===== src/rtl/mcode_spreader_pkg.sv =====
package mcode_spreader_pkg;
  localparam int unsigned SPR_CHIPS    = 11;
  localparam int unsigned SPR_MAX_BITS = 3;

  // mode value to bits per symbol, clamped to [1, max_bits]
  function automatic int unsigned bits_for_mode(input logic [1:0] m, input int unsigned max_bits);
    int unsigned b;
    b = (m == 2'd0) ? 1 : int'(m);
    if (b > max_bits) b = max_bits;
    return b;
  endfunction
endpackage


===== src/rtl/spr_bit_gather.sv =====
module spr_bit_gather
  import mcode_spreader_pkg::*;
#(
  parameter int unsigned MAX_BITS = SPR_MAX_BITS,
  localparam int unsigned CNTW = $clog2(MAX_BITS + 1)
) (
  input  logic                clk,
  input  logic                rst_n,
  input  logic [1:0]          mode_i,
  input  logic                bit_i,
  input  logic                valid_i,
  output logic                ready_o,
  input  logic                take_i,
  output logic                sym_valid_o,
  output logic [MAX_BITS-1:0] sym_idx_o
);
  logic [CNTW-1:0]     cnt_q;
  logic [CNTW-1:0]     need_q;
  logic [CNTW-1:0]     need_now;
  logic [MAX_BITS-1:0] idx_q;
  logic                full_q;
  logic                accept;

  assign ready_o     = !full_q;
  assign accept      = valid_i && !full_q;
  assign sym_valid_o = full_q;
  assign sym_idx_o   = idx_q;
  assign need_now    = (cnt_q == '0) ? CNTW'(bits_for_mode(mode_i, MAX_BITS)) : need_q;

  always_ff @(posedge clk or negedge rst_n) begin
    if (!rst_n) begin
      cnt_q  <= '0;
      need_q <= CNTW'(1);
      idx_q  <= '0;
      full_q <= 1'b0;
    end else begin
      if (take_i) full_q <= 1'b0;
      if (accept) begin
        if (cnt_q == '0) begin
          need_q <= need_now;
          idx_q  <= {{(MAX_BITS-1){1'b0}}, bit_i};
        end else begin
          idx_q  <= {idx_q[MAX_BITS-2:0], bit_i};
        end
        if (CNTW'(cnt_q + 1'b1) == need_now) begin
          cnt_q  <= '0;
          full_q <= 1'b1;
        end else begin
          cnt_q  <= CNTW'(cnt_q + 1'b1);
        end
      end
    end
  end
endmodule


===== src/rtl/spr_code_bank.sv =====
module spr_code_bank
  import mcode_spreader_pkg::*;
#(
  parameter int unsigned CHIPS    = SPR_CHIPS,
  parameter int unsigned MAX_BITS = SPR_MAX_BITS,
  localparam int unsigned NCODES  = 1 << MAX_BITS
) (
  input  logic                clk,
  input  logic                rst_n,
  input  logic                busy_i,
  input  logic                we_i,
  input  logic [MAX_BITS-1:0] waddr_i,
  input  logic [CHIPS-1:0]    wdata_i,
  input  logic [MAX_BITS-1:0] raddr_i,
  output logic [CHIPS-1:0]    rdata_o
);
  logic [CHIPS-1:0] entry_q [NCODES];

  for (genvar k = 0; k < NCODES; k++) begin : g_entry
    always_ff @(posedge clk or negedge rst_n) begin
      if (!rst_n) entry_q[k] <= '0;
      else if (we_i && !busy_i && (waddr_i == MAX_BITS'(k))) entry_q[k] <= wdata_i;
    end
  end

  assign rdata_o = entry_q[raddr_i];
endmodule


===== src/rtl/spr_chip_seq.sv =====
module spr_chip_seq
  import mcode_spreader_pkg::*;
#(
  parameter int unsigned CHIPS = SPR_CHIPS,
  localparam int unsigned CW   = $clog2(CHIPS),
  localparam logic [CW-1:0] LAST = CW'(CHIPS - 1)
) (
  input  logic             clk,
  input  logic             rst_n,
  input  logic             sym_valid_i,
  input  logic [CHIPS-1:0] word_i,
  output logic             take_o,
  output logic             active_o,
  output logic             first_o,
  output logic             chip_bit_o
);
  logic             active_q;
  logic [CW-1:0]    pos_q;
  logic [CHIPS-1:0] sh_q;

  assign take_o     = sym_valid_i && (!active_q || pos_q == LAST);
  assign active_o   = active_q;
  assign first_o    = active_q && (pos_q == '0);
  assign chip_bit_o = sh_q[CHIPS-1];

  always_ff @(posedge clk or negedge rst_n) begin
    if (!rst_n) begin
      active_q <= 1'b0;
      pos_q    <= '0;
      sh_q     <= '0;
    end else if (take_o) begin
      active_q <= 1'b1;
      pos_q    <= '0;
      sh_q     <= word_i;
    end else if (active_q) begin
      if (pos_q == LAST) begin
        active_q <= 1'b0;
        pos_q    <= '0;
      end else begin
        pos_q <= CW'(pos_q + 1'b1);
        sh_q  <= {sh_q[CHIPS-2:0], 1'b0};
      end
    end
  end
endmodule


===== src/rtl/spr_polar_map.sv =====
module spr_polar_map (
  input  logic              active_i,
  input  logic              bit_i,
  output logic signed [1:0] chip_o,
  output logic              neg_o
);
  always_comb begin
    if (!active_i) begin
      chip_o = 2'sd0;
      neg_o  = 1'b0;
    end else if (bit_i) begin
      chip_o = 2'sd1;
      neg_o  = 1'b0;
    end else begin
      chip_o = -2'sd1;
      neg_o  = 1'b1;
    end
  end
endmodule


===== src/rtl/mcode_spreader.sv =====
module mcode_spreader
  import mcode_spreader_pkg::*;
#(
  parameter int unsigned CHIPS    = SPR_CHIPS,
  parameter int unsigned MAX_BITS = SPR_MAX_BITS
) (
  input  logic                clk,
  input  logic                rst_n,
  input  logic [1:0]          mode_i,
  input  logic                msg_bit_i,
  input  logic                msg_valid_i,
  output logic                msg_ready_o,
  input  logic                cfg_we_i,
  input  logic [MAX_BITS-1:0] cfg_addr_i,
  input  logic [CHIPS-1:0]    cfg_code_i,
  output logic signed [1:0]   chip_o,
  output logic                phase_sel_o,
  output logic                chip_stb_o,
  output logic                sym_start_o
);
  logic                sym_valid;
  logic [MAX_BITS-1:0] sym_idx;
  logic                take;
  logic [CHIPS-1:0]    word;
  logic                active;
  logic                first;
  logic                chip_bit;

  spr_bit_gather #(.MAX_BITS(MAX_BITS)) u_gather (
    .clk, .rst_n, .mode_i,
    .bit_i(msg_bit_i), .valid_i(msg_valid_i), .ready_o(msg_ready_o),
    .take_i(take), .sym_valid_o(sym_valid), .sym_idx_o(sym_idx)
  );

  spr_code_bank #(.CHIPS(CHIPS), .MAX_BITS(MAX_BITS)) u_bank (
    .clk, .rst_n, .busy_i(active),
    .we_i(cfg_we_i), .waddr_i(cfg_addr_i), .wdata_i(cfg_code_i),
    .raddr_i(sym_idx), .rdata_o(word)
  );

  spr_chip_seq #(.CHIPS(CHIPS)) u_seq (
    .clk, .rst_n, .sym_valid_i(sym_valid), .word_i(word),
    .take_o(take), .active_o(active), .first_o(first), .chip_bit_o(chip_bit)
  );

  spr_polar_map u_map (
    .active_i(active), .bit_i(chip_bit), .chip_o(chip_o), .neg_o(phase_sel_o)
  );

  assign chip_stb_o  = active;
  assign sym_start_o = first;
endmodule


===== config.mk =====
export PLATFORM = sky130hd
export DESIGN_NAME = mcode_spreader
export DESIGN_NICKNAME = d
export VERILOG_FILES = /design/src/rtl/mcode_spreader_pkg.sv /design/src/rtl/spr_bit_gather.sv /design/src/rtl/spr_code_bank.sv /design/src/rtl/spr_chip_seq.sv /design/src/rtl/spr_polar_map.sv /design/src/rtl/mcode_spreader.sv
export SDC_FILE = /design/constraint.sdc
export NUM_CORES = 1
export LEC_CHECK = 0
export ABC_AREA = 1
export BUFFER_PORTS_ARGS = -buffer_cell sky130_fd_sc_hd__buf_2
export CORE_AREA = 2 2 108 110
export DETAILED_ROUTE_END_ITERATION = 8
export DIE_AREA = 0 0 110 112
export PLACE_DENSITY = 0.7
export REMOVE_ABC_BUFFERS = 1
export SLEW_MARGIN = 5
export SYNTH_ARGS = -nofsm -noshare
export SYNTH_HDL_FRONTEND = slang
export SYNTH_SLANG_ARGS = --single-unit

===== constraint.sdc =====
create_clock -name clk -period 1.5 [get_ports clk]
set_input_delay 0.15 -clock clk [delete_from_list [all_inputs] [get_ports clk]]
set_output_delay 0.15 -clock clk [all_outputs]
set_load 0.05 [all_outputs]

Yosys cells after proc, flatten, opt, wreduce, memory -nomap -nowiden --
Cells that the tools add are included.
Storage, ports and cells: register bits after elaboration 112, bits in latches 0, bits in writable memories 0, ROM bits 0, output and inout bits 6, word-level logic and storage cells 76, memories 0
Cells by class: add/sub/neg operators 2, multipliers 0, divide/modulo/power cells 0, $lt $le $gt $ge 2, equality and inequality tests 10, shifts and indexed selects 0, mux-type cells 24, bitwise gates (word level) 1, reductions and logical operators 22
Operators with widths (number):
- $mux 11 | 5
- $bmux 11 s3 | 1
- $gt 32x2->1 const B | 1
- $eq 3x3->1 const B | 4
- $logic_and 1x1->1 | 12
- $mux 2 | 6
- $mux 4 | 3
- $mux 1 | 8
- $eq 3x2->1 const B | 2
- $add 4x1->4 const B | 1
- $eq 4x4->1 const B | 1
- $ge 4x4->1 const B | 1
- $logic_not 2->1 | 2
- $logic_not 4->1 | 1
- $not 3->4 | 1
- $reduce_and 2->1 | 2
- $eq 3x1->1 const B | 1
- $logic_not 3->1 | 1
- $mux 3 | 1
- $add 2x1->2 const B | 1
- $eq 2x2->1 | 1
- $logic_not 1->1 | 2
- $ne 2x2->1 const B | 1
- $reduce_bool 2->1 | 1
- $logic_or 1x1->1 | 1

Logic depth before layout (Yosys ltp) --
Gate-level depths: netlist (run 1).
depth after elaboration 8, gate-level depth with buffers 10

Cells and area by module --
A second synthesis (run 1) with hierarchy kept.
Second synthesis, totals: cell total of the unflattened synthesis 764, area, all modules 5959.5 µm²
By module, submodules not included:
- spr_code_bank | times used 1, cells each 606, area each 4670.7 µm², seq. area each 2202.1 µm²
- spr_chip_seq | times used 1, cells each 95, area each 842.1 µm², seq. area each 400.4 µm²
- spr_bit_gather | times used 1, cells each 59, area each 421.7 µm², seq. area each 201.4 µm²
- spr_polar_map | times used 1, cells each 4, area each 25.0 µm², seq. area each 0.0 µm²

Least setup slack after synthesis (run 1) --
No wires, ideal clock.
kind reg2out, start register u_seq.active_q (netlist: u_seq.active_o), end output port chip_o[1], arrival time 1.851 ns, required time 1.350 ns, slack -0.501 ns, cell stages (with the launch flop) 4, cell sequence dfrtp_1 -> inv_1 -> nor2_1 -> buf_4
Between the ends: word-level cells in the longest chain between the ends 1
Ends and longest elaborated chain:
- from (decl) | line spr_chip_seq.sv:17 | logic active_q;
- from (signal assigned) | line spr_chip_seq.sv:28 | active_q <= 1'b0;
- from (signal assigned) | line spr_chip_seq.sv:32 | active_q <= 1'b1;
- from (signal assigned) | line spr_chip_seq.sv:37 | active_q <= 1'b0;
- $mux 2 | line spr_polar_map.sv:8 | if (!active_i) begin
- to (decl) | line mcode_spreader.sv:16 | output logic signed [1:0] chip_o,
Every way passes these cells.

Worst setup path in the final report (run 1) --
start register u_seq.pos_q[0], end output port sym_start_o
Between the ends: word-level cells in the longest chain between the ends 2
Ends and longest elaborated chain:
- from (decl) | line spr_chip_seq.sv:18 | logic [CW-1:0] pos_q;
- from (signal assigned) | line spr_chip_seq.sv:40 | pos_q <= CW'(pos_q + 1'b1);
- $logic_not 4->1 | line spr_chip_seq.sv:23 | assign first_o = active_q && (pos_q == '0);
- $logic_and 1x1->1 | line spr_chip_seq.sv:23
- to (decl) | line mcode_spreader.sv:19 | output logic sym_start_o
Every way passes these cells.

==> results.md, run 1 <==
- Outcome: complete, but fails checks
- Failing checks: negative setup slack
- DP Wirelength: 8.177 mm
- Post-synth top area share: 50.87%
- Minimum clock period: roughly 1.5 ns
- # rows: 39
- Final setup viols: 2
- Top FF cell, synth: dfrtp_1
- Power Density: 1868 nW/µm²
- Worst hold margin: 0.04266 ns
- Worst VDD drop: 1545 µV
- Gr usage total: 22.88%
- Placed Area: around 6000 µm²
- Yosys top cell by area: dfrtp_1
- Worst-margin pin slew: roughly 0.60 ns
- P&R area growth vs syn: 15.72%
- Drt initial violations: 269
- # DRC: 0
- Via count: 4636
- Synth cell types: 29
- Syn Std Cell Area: 5460 µm²
- Hold Vio Cnt, Final: 0
- Chip height: approximately 110 µm
- WP data required: 1.35 ns
- Cells after Synth: 705
- Setup CP Type: reg2out
- DR WL/cell: 14.59 µm
- Worst Setup End Kind: output port
- Mean Syn Cell Area: 7.745 µm²
- Unrepaired setup endpoints after global routing: yes
- Initial Util: 48.86%
- Yosys warnings: 0
- Final RePlAce weighted congestion: 0.7920
- Final Cell Area: about 6300 µm²
- Largest net degree at the start of global routing: approximately 110
- Pwr Total: 11.80 mW
- Asr flop ratio synth: 100.0%
- Worst-path clk slew: 0.07 ns
- P_leak: 3.159 nW
- Max_cap viols: 0
- Vias per inst: 5.209
- Total die area: roughly 12000 µm²
- Final Cycle Share: 101.6%
- Clock buffer depth: 2
- Relative slew slack: 59.82%
- CTS sink count: 112
- Total congestion overflow: 0
- Crit-path max FO: 3
- Pre-CTS setup slack: 0.001185 ns
- Fraction of layout instances using a drive strength above 1: approximately 14%
- TritonCTS clock tree: built
- Synth top area cells: dfrtp_1 51%, nand2_1 16%, o21ai_0 8.2%
- Most common cell in the synthesized netlist: nand2_1
- Clock latency on the worst-skew pair: 0.35 ns
- Initial antenna violation count: 0
- Post-route ant nets: 0
- Worst path arrival time: 1.37 ns
- Number of buffers created by CTS: 9
- Drt pass-1 iters: 5
- Core Area: ~11000 µm²
- Fillers: 993
- First-pass GRT wire length: 21.67 mm
- Final Skew: a little under 0.007 ns
- H-tree depth: 3
- Slew Limit Fails: 0
- Setup TNS: -0.02605 ns
- Post-synth EDFFs: 0
- Yosys reg bits: 112
- PnR worst setup slack: -0.02443 ns
- Routed WL: approximately 13 mm
- DIE WIDTH: 110 µm
- Placed cells: 866
- Non-filler instance count after layout: 890
- Final core area utilization: 56.54%
- Synth top cells by count: 231 x nand2_1, 111 x dfrtp_1, 95 x inv_1
- Number of port buffers: 26
- ANT cells: 0
- I/O pin count: 27
- Vias in the first global route: 4464
- Sequential-to-total area share from yosys stat: 51.35%
- CTS root buffer: clkbuf_16
- Maximum clock rate: 656.0 MHz
- Min-delay worst type: in2reg
- Worst Setup Start Kind: flop
- Final nets: around 770
cell type report:
cell class	count	area [µm²]	area share, %
sequential	112	2805	44.40
multi-input combinational	455	2127	33.66
timing repair buffer	64	531.8	8.416
inverter	101	386.6	6.119
clock buffer	12	246.5	3.901
tap	143	178.9	2.832
clock inverter	3	42.54	0.6733
where the power goes:
group          internal [mW]  switching [mW]
clock network           1.33            1.05
logic                   1.86            3.04
registers               4.01           0.509
total                   7.20            4.60
cell usage in the layout, fill, tap and decap left out, types with 3 or more instances in the layout:
cell type / n
o211ai_1: 3
buf_2: 24
inv_1: 91
buf_6: 3
buf_12: 5
clkbuf_16: 11
nor2_2: 3
inv_2: 8
nor2_1: 18
nand3_2: 3
nand2_1: 229
nand3_1: 70
dfrtp_1: 110
o21ai_1: 8
buf_4: 29
o21ai_0: 90
a21oi_1: 10
nand2_4: 3
registers in the layout, summed over array words and instances (netlist names):
signal                flops
u_gather.sym_valid_o      1
u_gather.need_q           2
u_gather.sym_idx_o        3
u_seq.pos_q               4
u_seq.active_o            1
u_gather.cnt_q            2
u_seq.sh_q               11
u_bank.entry_q           88
worst max-delay path: stages (launching register included):
cell	delay, ns
dfrtp_1	0.40
inv_2	0.10
ha_4	0.14
nand2_4	0.05
nor3_4	0.16
buf_6	0.18
repair_timing:
action,in CTS,in global routing
pin swaps,0,4
setup endpoints to repair,5,18
buffers inserted,1,5
gates cloned,0,2
hold buffers,1,0
resized for setup,5,19
hold endpoints to repair,111,0
cells by family after synthesis:
kind of cell / after synthesis / synth area share, %
AND/OR/NAND/NOR: 332 / 25.48
buffers and inverters: 138 / 10.86
AO/OA/AOI/OAI: 116 / 10.86
flip-flops: 112 / 51.35
adder cells (fa/ha/maj): 4 / 0.9166
XOR/XNOR: 2 / 0.3209
multiplexers: 1 / 0.2062
per-layer routing:
metal,track usage [%],wire length [µm],part of all wire (%)
met1,31.60,5811,45
met2,34.44,6104,47
met4,10.97,521,4.0
met5,0,0,0
met3,4.508,552,4.3
final timing paths:
check | from | endpoint | slack [ns] | cells past startpoint
max | u_seq.pos_q[0] | sym_start_o | -0.02 | 5
min | cfg_code_i[0] | u_bank.entry_q[22] | 0.04 | 3
max reg2reg | u_seq.pos_q[0] | u_seq.sh_q[7] | 0 | 9
min reg2reg | u_bank.entry_q[65] | u_bank.entry_q[65] | 0.49 | 2
max in group asynchronous | rst_n | u_gather.sym_idx_o[0] | 0.62 | 3
min in group asynchronous | rst_n | u_bank.entry_q[37] | 0.41 | 3
(Power assumes the default switching activity.)
==> run 2: changes to the inputs <==
--- a/config.mk
+++ b/config.mk
@@ -7,12 +7,13 @@
 export LEC_CHECK = 0
 export ABC_AREA = 1
 export BUFFER_PORTS_ARGS = -buffer_cell sky130_fd_sc_hd__buf_2
-export CORE_AREA = 2 2 108 110
+export CORE_AREA = 2 2 113 115
 export DETAILED_ROUTE_END_ITERATION = 8
-export DIE_AREA = 0 0 110 112
+export DIE_AREA = 0 0 115 117
 export PLACE_DENSITY = 0.7
 export REMOVE_ABC_BUFFERS = 1
 export SLEW_MARGIN = 5
 export SYNTH_ARGS = -nofsm -noshare
 export SYNTH_HDL_FRONTEND = slang
+export SYNTH_HIERARCHICAL = 1
 export SYNTH_SLANG_ARGS = --single-unit
==> run 2 against run 1 <==
Power up 8.3%. Sequential share of layout area fell by 2.4 points. Critical path depth stayed put. Register-to-register slack better by 0.07 ns. Critical path type unchanged. Core utilization decreased by 2.3 points. Count of clock-buffer cells in the layout shrank 2. Largest power group unchanged. Area after synthesis increased by 9.1%. Clock skew is 0.0019 ns lower. The run still ends with negative setup slack left. Synthesized cell count rose by 8.4%.
==> results.md, run 2 <==
- Outcome: complete, but fails checks (unchanged)
- Failing checks: negative setup slack (unchanged)
- Hold Path End: u_gather/need_q[1] (was u_bank.entry_q[22])
- CTS sink count: 112 (unchanged)
- # DRC: 0 (unchanged)
- Unrepaired setup endpoints after global routing: yes (unchanged)
- Fraction of layout instances using a drive strength above 1: 19.07% (was 14.32%)
- Gr busiest metal: met2 (unchanged)
- ANT cells: 0 (unchanged)
- Met3 Track Usage GR: 4.789% (was 4.508%)
- Number of port buffers: 26 (unchanged)
- Largest Register: u_bank/entry_q (was u_bank.entry_q)
- P_int: 7.585 mW (was 7.201 mW)
- Grt met2 use: 36.04% (was 34.44%)
- WP data required: 1.35 ns (about the same)
- Clock latency on the worst-skew pair: 0.35 ns (about the same)
- Yosys reg bits: 112 (unchanged)
- Mean Syn Cell Area: 7.800 µm² (was 7.745 µm²)
- Chip height: 117 µm (was 112 µm)
- Synth top cells by count: 270 x nand2_1, 123 x inv_1, 111 x dfrtp_1 (was 231 x nand2_1, 111 x dfrtp_1, 95 x inv_1)
- PnR worst setup slack: -0.003809 ns (was -0.02443 ns)
- Synth top area cells: dfrtp_1 47%, nand2_1 17%, nand3_1 7.9% (was dfrtp_1 51%, nand2_1 16%, o21ai_0 8.2%)
- Asr flop ratio synth: 100.0% (unchanged)
- Worst Setup Start Kind: flop (unchanged)
- Syn Std Cell Area: 5959 µm² (was 5460 µm²)
- Via count: 4735 (was 4636)
- Worst-path clk slew: 0.07 ns (about the same)
- Top FF cell, synth: dfrtp_1 (unchanged)
- Final setup viols: 1 (was 2)
- Routed WL: 13.02 mm (was 12.99 mm)
- Total die area: 13460 µm² (was 12320 µm²)
- P&R area growth vs syn: 12.07% (was 15.72%)
- Final RePlAce weighted congestion: 0.8008 (was 0.7920)
- Clock buffer depth: 2 (unchanged)
- Setup CP Type: reg2out (unchanged)
- CTS root buffer: clkbuf_16 (unchanged)
- Commonest non-fill, non-tap cell in the layout: nand2_1 (unchanged)
- Worst-margin pin slew: 0.4695 ns (was 0.6028 ns)
- Initial Util: 48.40% (was 48.86%)
- Worst Setup End Kind: output port (unchanged)
- Gr usage total: 21.29% (was 22.88%)
- Largest registers: u_bank/entry_q: 88 flops, u_seq/sh_q: 11 flops, u_seq/pos_q: 4 flops (was u_bank.entry_q: 88 flops, u_seq.sh_q: 11 flops, u_seq.pos_q: 4 flops)
- Final nets: 818 (was 768)
- NetSw: 5.195 mW (was 4.603 mW)
- Relative slew slack: 68.70% (was 59.82%)
- R2R depth: 9 (unchanged)
- Initial antenna violation count: 0 (unchanged)
- First-pass GRT wire length: 22.27 mm (was 21.67 mm)
- Total congestion overflow: 0 (unchanged)
- DR WL/cell: 13.75 µm (was 14.59 µm)
- Power Density: 1914 nW/µm² (was 1868 nW/µm²)
- Most common cell in the synthesized netlist: nand2_1 (unchanged)
- Post-route ant nets: 0 (unchanged)
- Post-synth top area share: 46.61% (was 50.87%)
- Seq pwr share: 37.8% (was 38.3%)
- Core Area: 12310 µm² (was 11170 µm²)
- Non-filler instance count after layout: 947 (was 890)
- Drt pass-1 iters: 6 (was 5)
- Sw Share: 40.65% (was 39.00%)
- Fillers: 1188 (was 993)
- P_leak: 3.455 nW (was 3.159 nW)
- Post-synth EDFFs: 0 (unchanged)
- Synth cell types: 26 (was 29)
- Crit-path max FO: 2 (was 3)
- Maximum clock rate: 665.0 MHz (was 656.0 MHz)
- Reg2Reg Setup Slack: 0.07 ns (was 0 ns)
- Vias per inst: 5.000 (was 5.209)
- DP Wirelength: 8.382 mm (was 8.177 mm)
- # rows: 41 (was 39)
- Worst path arrival time: 1.35 ns (was 1.37 ns)
- Largest net degree at the start of global routing: 37 (was 113)
- Minimum clock period: 1.504 ns (was 1.524 ns)
- Setup TNS: -0.003809 ns (was -0.02605 ns)
- Worst VDD drop: 762.1 µV (was 1545 µV)
- Yosys warnings: 6 (was 0)
- Clock power share: 18.6% (was 20.2%)
- I/O pin count: 27 (unchanged)
- Placed cells: 927 (was 866)
- TritonCTS clock tree: built (unchanged)
- Slew Limit Fails: 0 (unchanged)
- Reg2reg start: u_seq/pos_q[0] (was u_seq.pos_q[0])
- Drt initial violations: 313 (was 269)
- Sequential-to-total area share from yosys stat: 47.05% (was 51.35%)
- Comb pwr share: 43.7% (was 41.5%)
- Cells after Synth: 764 (was 705)
- M1 GR Usage: 28.70% (was 31.60%)
- Pwr Total: 12.78 mW (was 11.80 mW)
- Final Cycle Share: 100.3% (was 101.6%)
- Yosys top cell by area: dfrtp_1 (unchanged)
- Reg2reg end: u_gather/sym_valid_o (was u_seq.sh_q[7])
- H-tree depth: 3 (unchanged)
- Vias in the first global route: 4442 (was 4464)
- Hold Path Cell Cnt: 3 (unchanged)
- Hold Vio Cnt, Final: 0 (unchanged)
- DIE WIDTH: 115 µm (was 110 µm)
- Max_cap viols: 0 (unchanged)
- Min-delay worst type: in2reg (unchanged)
- Final Skew: 0.004841 ns (was 0.006786 ns)
- Largest register FFs: 88 (unchanged)
- HP Start: mode_i[1] (was cfg_code_i[0])
- Number of buffers created by CTS: 9 (unchanged)
- Most frequent cells in the layout: 268 x nand2_1, 121 x inv_1, 110 x dfrtp_1, 94 x nand3_1, 52 x o21ai_2 (was 229 x nand2_1, 110 x dfrtp_1, 91 x inv_1, 90 x o21ai_0, 70 x nand3_1)
==> run 2: changes by cell type after synthesis, moves of 13 or more <==
| cell | previous run | this run |
|---|---|---|
| inv_1 | 95 | 123 |
| nand2_1 | 231 | 270 |
| o21ai_0 | 90 | 3 |
| buf_6 | 2 | 15 |
| o21ai_2 | 0 | 52 |
| nand3_1 | 70 | 94 |
| o21ai_1 | 8 | 37 |
==> run 2: cells by family after synthesis <==
| family | Yosys count | share of synthesized area [%] |
|---|---|---|
| xor gates and xnor gates | 1 | 0.1470 |
| AOI/OAI and AO/OA | 93 | 11.21 |
| adders and majority gates | 4 | 0.8398 |
| buffers and inverters | 165 | 13.14 |
| and+or+nand+nor | 389 | 27.61 |
| DFF | 112 | 47.05 |
==> run 2: metrics by stage <==
| step | area, µm² | hold WS (ns) | utilization, % | setup slack [ns] |
|---|---|---|---|---|
| 2_1_floorplan | 5652 | -0.1456 | - | -0.9976 |
| 3_3_place_gp | 6280 | 0.1401 | 51.01 | 0.1706 |
| 3_5_place_dp | 6280 | 0.1351 | 51.01 | 0.1438 |
| 4_1_cts | 6609 | 0.05251 | 53.68 | -0.0008953 |
| 5_1_grt | 6679 | 0.07927 | 54.25 | -0.06834 |
| 6_report | 6679 | 0.06320 | 54.25 | -0.003809 |
==> run 2: how the worst max path moves through the flow <==
stage | from | end | slack (ns) | cells after the start
final | u_seq/pos_q[0] | sym_start_o | -0.004 | 5
after global routing | u_seq/pos_q[0] | sym_start_o | -0.07 | 5
after CTS | u_seq/pos_q[0] | sym_start_o | -0.0009 | 5
after detailed placement | u_gather/cnt_q[0] | u_gather/cnt_q[0] | 0.14 | 9
after global placement | u_gather/sym_idx_o[0] | u_seq/sh_q[4] | 0.17 | 8
after floorplan | u_seq/active_o | sym_start_o | -1.0 | 2
==> run 2: final cells by class <==
| cell class | count | area [µm²] | area share [%] |
|---|---|---|---|
| Clock buffer | 10 | 229.0 | 3.428 |
| Clock inverter | 5 | 58.81 | 0.8805 |
| Inverter | 126 | 475.5 | 7.119 |
| Multi-Input combinational cell | 487 | 2405 | 36.01 |
| Sequential cell | 112 | 2805 | 42.00 |
| Tap cell | 150 | 187.7 | 2.810 |
| Timing Repair Buffer | 57 | 518.0 | 7.756 |
==> run 2: routing by layer <==
metal | up-vias | wire length, µm
li1 | 2423 | -
met5 | - | 0
met1 | 2208 | 6110
met2 | 98 | 6260
met3 | 6 | 563
met4 | 0 | 84
==> run 2: power by group through the flow <==
| stage | Combinational [mW] | Clock (mW) | Sequential (mW) |
|---|---|---|---|
| final | 5.58 | 2.37 | 4.83 |
| after global routing | 6.36 | 2.56 | 4.97 |
| after CTS | 5.47 | 2.42 | 4.81 |
| after detailed placement | 5.35 | 0 | 4.86 |
| after global placement | 5.26 | 0 | 4.82 |
| after floorplan | 3.65 | 0 | 4.97 |
==> run 2: critical path, stage by stage (launching register included) <==
cell and delay, ns:
dfrtp_1 0.39, inv_2 0.09, ha_4 0.13, nand2_2 0.05, nor3_2 0.17, buf_6 0.18
==> run 2: timing repair <==
| item | CTS | global route |
|---|---|---|
| endpoints found under the hold margin | 29 | 0 |
| endpoints found under the setup margin | 4 | 17 |
| pin swaps | 0 | 1 |
| hold buffers | 1 | 0 |
| gates resized for setup | 7 | 15 |
| setup buffers | 2 | 2 |
==> run 3: changes to the inputs <==
--- a/config.mk
+++ b/config.mk
@@ -10,6 +10,7 @@
 export CORE_AREA = 2 2 113 115
 export DETAILED_ROUTE_END_ITERATION = 8
 export DIE_AREA = 0 0 115 117
+export MAX_ROUTING_LAYER = met4
 export PLACE_DENSITY = 0.7
 export REMOVE_ABC_BUFFERS = 1
 export SLEW_MARGIN = 5
==> constraint.sdc (replaced) <==
create_clock -name clk -period 1.5 [get_ports clk]
set_input_delay 0.15 -clock clk [delete_from_list [all_inputs] [get_ports clk]]
set_output_delay 0.15 -clock clk [all_outputs]
set_load 0.1 [all_outputs]
==> run 3 against run 2 <==
The run still ends with negative setup slack left. Non-clock buffer count is 3 higher. Highest routed layer unchanged. Setup slack worse by 0.085 ns. Register-to-register slack better by 0.03 ns. Via count is 1.4% lower. Global-route usage is 0.095 points higher. Critical path depth stayed put. Sequential share of layout area is 0.46 points lower. Flip-flop and latch count stayed put. Sequential power hardly changed. Cell area is 1.1% higher.
==> results.md, run 3 (synthesized netlist as in run 2, its figures left out) <==
- Max_cap viols: 0 (unchanged)
- Final Cycle Share: 105.9% (was 100.3%)
- Final setup viols: 1 (unchanged)
- Pwr Total: 13.23 mW (was 12.78 mW)
- Relative slew slack: 68.38% (was 68.70%)
- Total die area: 13460 µm² (unchanged)
- CTS sink count: 112 (unchanged)
- Pre-CTS setup slack: 0.1182 ns (was 0.1438 ns)
- Most frequent cells in the layout: 269 x nand2_1, 121 x inv_1, 110 x dfrtp_1, 94 x nand3_1, 52 x o21ai_2 (was 268 x nand2_1, 121 x inv_1, 110 x dfrtp_1, 94 x nand3_1, 52 x o21ai_2)
- Final Skew: 0.007044 ns (was 0.004841 ns)
- Number of buffers created by CTS: 9 (unchanged)
- Worst path arrival time: 1.44 ns (was 1.35 ns)
- Crit-path max FO: 4 (was 2)
- Power Density: 1959 nW/µm² (was 1914 nW/µm²)
- PnR worst setup slack: -0.08920 ns (was -0.003809 ns)
- Failing checks: negative setup slack (unchanged)
- Worst Setup Start Kind: flop (unchanged)
- ANT cells: 0 (unchanged)
- Fraction of layout instances using a drive strength above 1: 19.10% (was 19.07%)
- Slowest cell on crit path: dfrtp_1 (unchanged)
- Min-delay worst type: in2reg (unchanged)
- Unrepaired setup endpoints after global routing: yes (unchanged)
- Routed WL: 12.75 mm (was 13.02 mm)
- Total congestion overflow: 0 (unchanged)
- Final Cell Area: 6753 µm² (was 6679 µm²)
- Final core area utilization: 54.85% (was 54.25%)
- DIE WIDTH: 115 µm (unchanged)
- Initial antenna violation count: 0 (unchanged)
- CTS root buffer: clkbuf_16 (unchanged)
- First-pass GRT wire length: 21.66 mm (was 22.27 mm)
- Drt pass-1 iters: 5 (was 6)
- Clock buffer depth: 2 (unchanged)
- Worst VDD drop: 769.4 µV (was 762.1 µV)
- Worst-margin pin slew: 0.4738 ns (was 0.4695 ns)
- Minimum clock period: 1.589 ns (was 1.504 ns)
- R2R depth: 7 (was 9)
- Outcome: complete, but fails checks (unchanged)
- P&R area growth vs syn: 13.31% (was 12.07%)
- P_leak: 3.499 nW (was 3.455 nW)
- Chip height: 117 µm (unchanged)
- Initial Util: 48.40% (unchanged)
- Largest register FFs: 88 (unchanged)
- WP data required: 1.35 ns (about the same)
- Largest net degree at the start of global routing: 40 (was 37)
- Vias in the first global route: 4429 (was 4442)
- Crit-path cells: inv_2 > ha_4 > nand2_4 > nor3_4 > buf_12 (was inv_2 > ha_4 > nand2_2 > nor3_2 > buf_6)
- Number of port buffers: 26 (unchanged)
- Worst-path clk slew: 0.07 ns (about the same)
- Largest registers: u_bank/entry_q: 88 flops, u_seq/sh_q: 11 flops, u_seq/pos_q: 4 flops (unchanged)
- Post-route ant nets: 0 (unchanged)
- Worst hold margin: 0.05325 ns (was 0.06320 ns)
- Non-filler instance count after layout: 951 (was 947)
- # rows: 41 (unchanged)
- Commonest non-fill, non-tap cell in the layout: nand2_1 (unchanged)
- Fillers: 1197 (was 1188)
- Drt initial violations: 308 (was 313)
- Via count: 4670 (was 4735)
- # DRC: 0 (unchanged)
- Placed Area: 6352 µm² (was 6280 µm²)
- Setup CP Type: reg2out (unchanged)
- Core Area: 12310 µm² (unchanged)
- Largest Register: u_bank/entry_q (unchanged)
- Gr usage total: 21.39% (was 21.29%)
- H-tree depth: 3 (unchanged)
- Setup TNS: -0.08920 ns (was -0.003809 ns)
- Vias per inst: 4.911 (was 5.000)
- Final nets: 821 (was 818)
- TritonCTS clock tree: built (unchanged)
- Clock latency on the worst-skew pair: 0.35 ns (about the same)
- Hold Path Cell Cnt: 3 (unchanged)
- I/O pin count: 27 (unchanged)
- Slew Limit Fails: 0 (unchanged)
- Final RePlAce weighted congestion: 0.8554 (was 0.8008)
- Hold Vio Cnt, Final: 0 (unchanged)
- DP Wirelength: 8.325 mm (was 8.382 mm)
- Worst Setup End Kind: output port (unchanged)
- Critical path's largest stage delay: 0.42 ns (was 0.39 ns)
- DR WL/cell: 13.41 µm (was 13.75 µm)
- Placed cells: 928 (was 927)
- Maximum clock rate: 629.2 MHz (was 665.0 MHz)
==> run 3: path summary, 6_finish.rpt <==
path,startpoint,to,slack [ns]
worst max-delay path,u_seq/pos_q[1],sym_start_o,-0.09
worst min-delay path,mode_i[1],u_gather/need_q[1],0.05
worst max register to register,u_seq/active_o,u_bank/entry_q[16],0.10
worst min register to register,u_bank/entry_q[87],u_bank/entry_q[87],0.48
max in group asynchronous,rst_n,u_bank/entry_q[51],0.65
min in group asynchronous,rst_n,u_bank/entry_q[20],0.25
==> run 3: report_power, final <==
group          internal (mW)  switching (mW)  leakage, nW
combinational           2.36            3.71         1.86
sequential              4.14           0.688         1.50
clock                   1.26            1.06        0.139
==> run 3: repair_timing <==
| action | in CTS | in global routing |
|---|---|---|
| endpoints found under the hold margin | 21 | 0 |
| gates cloned | 0 | 0 |
| buffers inserted | 0 | 6 |
| resized for setup | 5 | 11 |
| hold buffers | 1 | 0 |
| pin swaps | 0 | 1 |
| endpoints found under the setup margin | 3 | 6 |
==> run 3: routing by layer <==
metal  share of wire, %  track usage [%]
met5                  0                -
met4                2.0            7.952
met3                2.7            3.141
met2                 46            33.18
met1                 49            28.79
==> run 3: critical path, delay by kind of cell, from the launching register on <==
kind	cells	cell delay (ns)
fa+ha+maj	1	0.14
flops	1	0.42
simple gates	2	0.24
buf+inv	2	0.29
==> run 3: cell type report <==
class,count,area [µm²],share of cell area (%)
clock buffers,14,274.0,4.058
clock inverters,2,12.51,0.1853
inverters,126,478.0,7.078
multi-input cells,487,2411,35.70
flip-flops and latches,112,2805,41.54
well taps,150,187.7,2.779
repair buffers,60,584.3,8.653
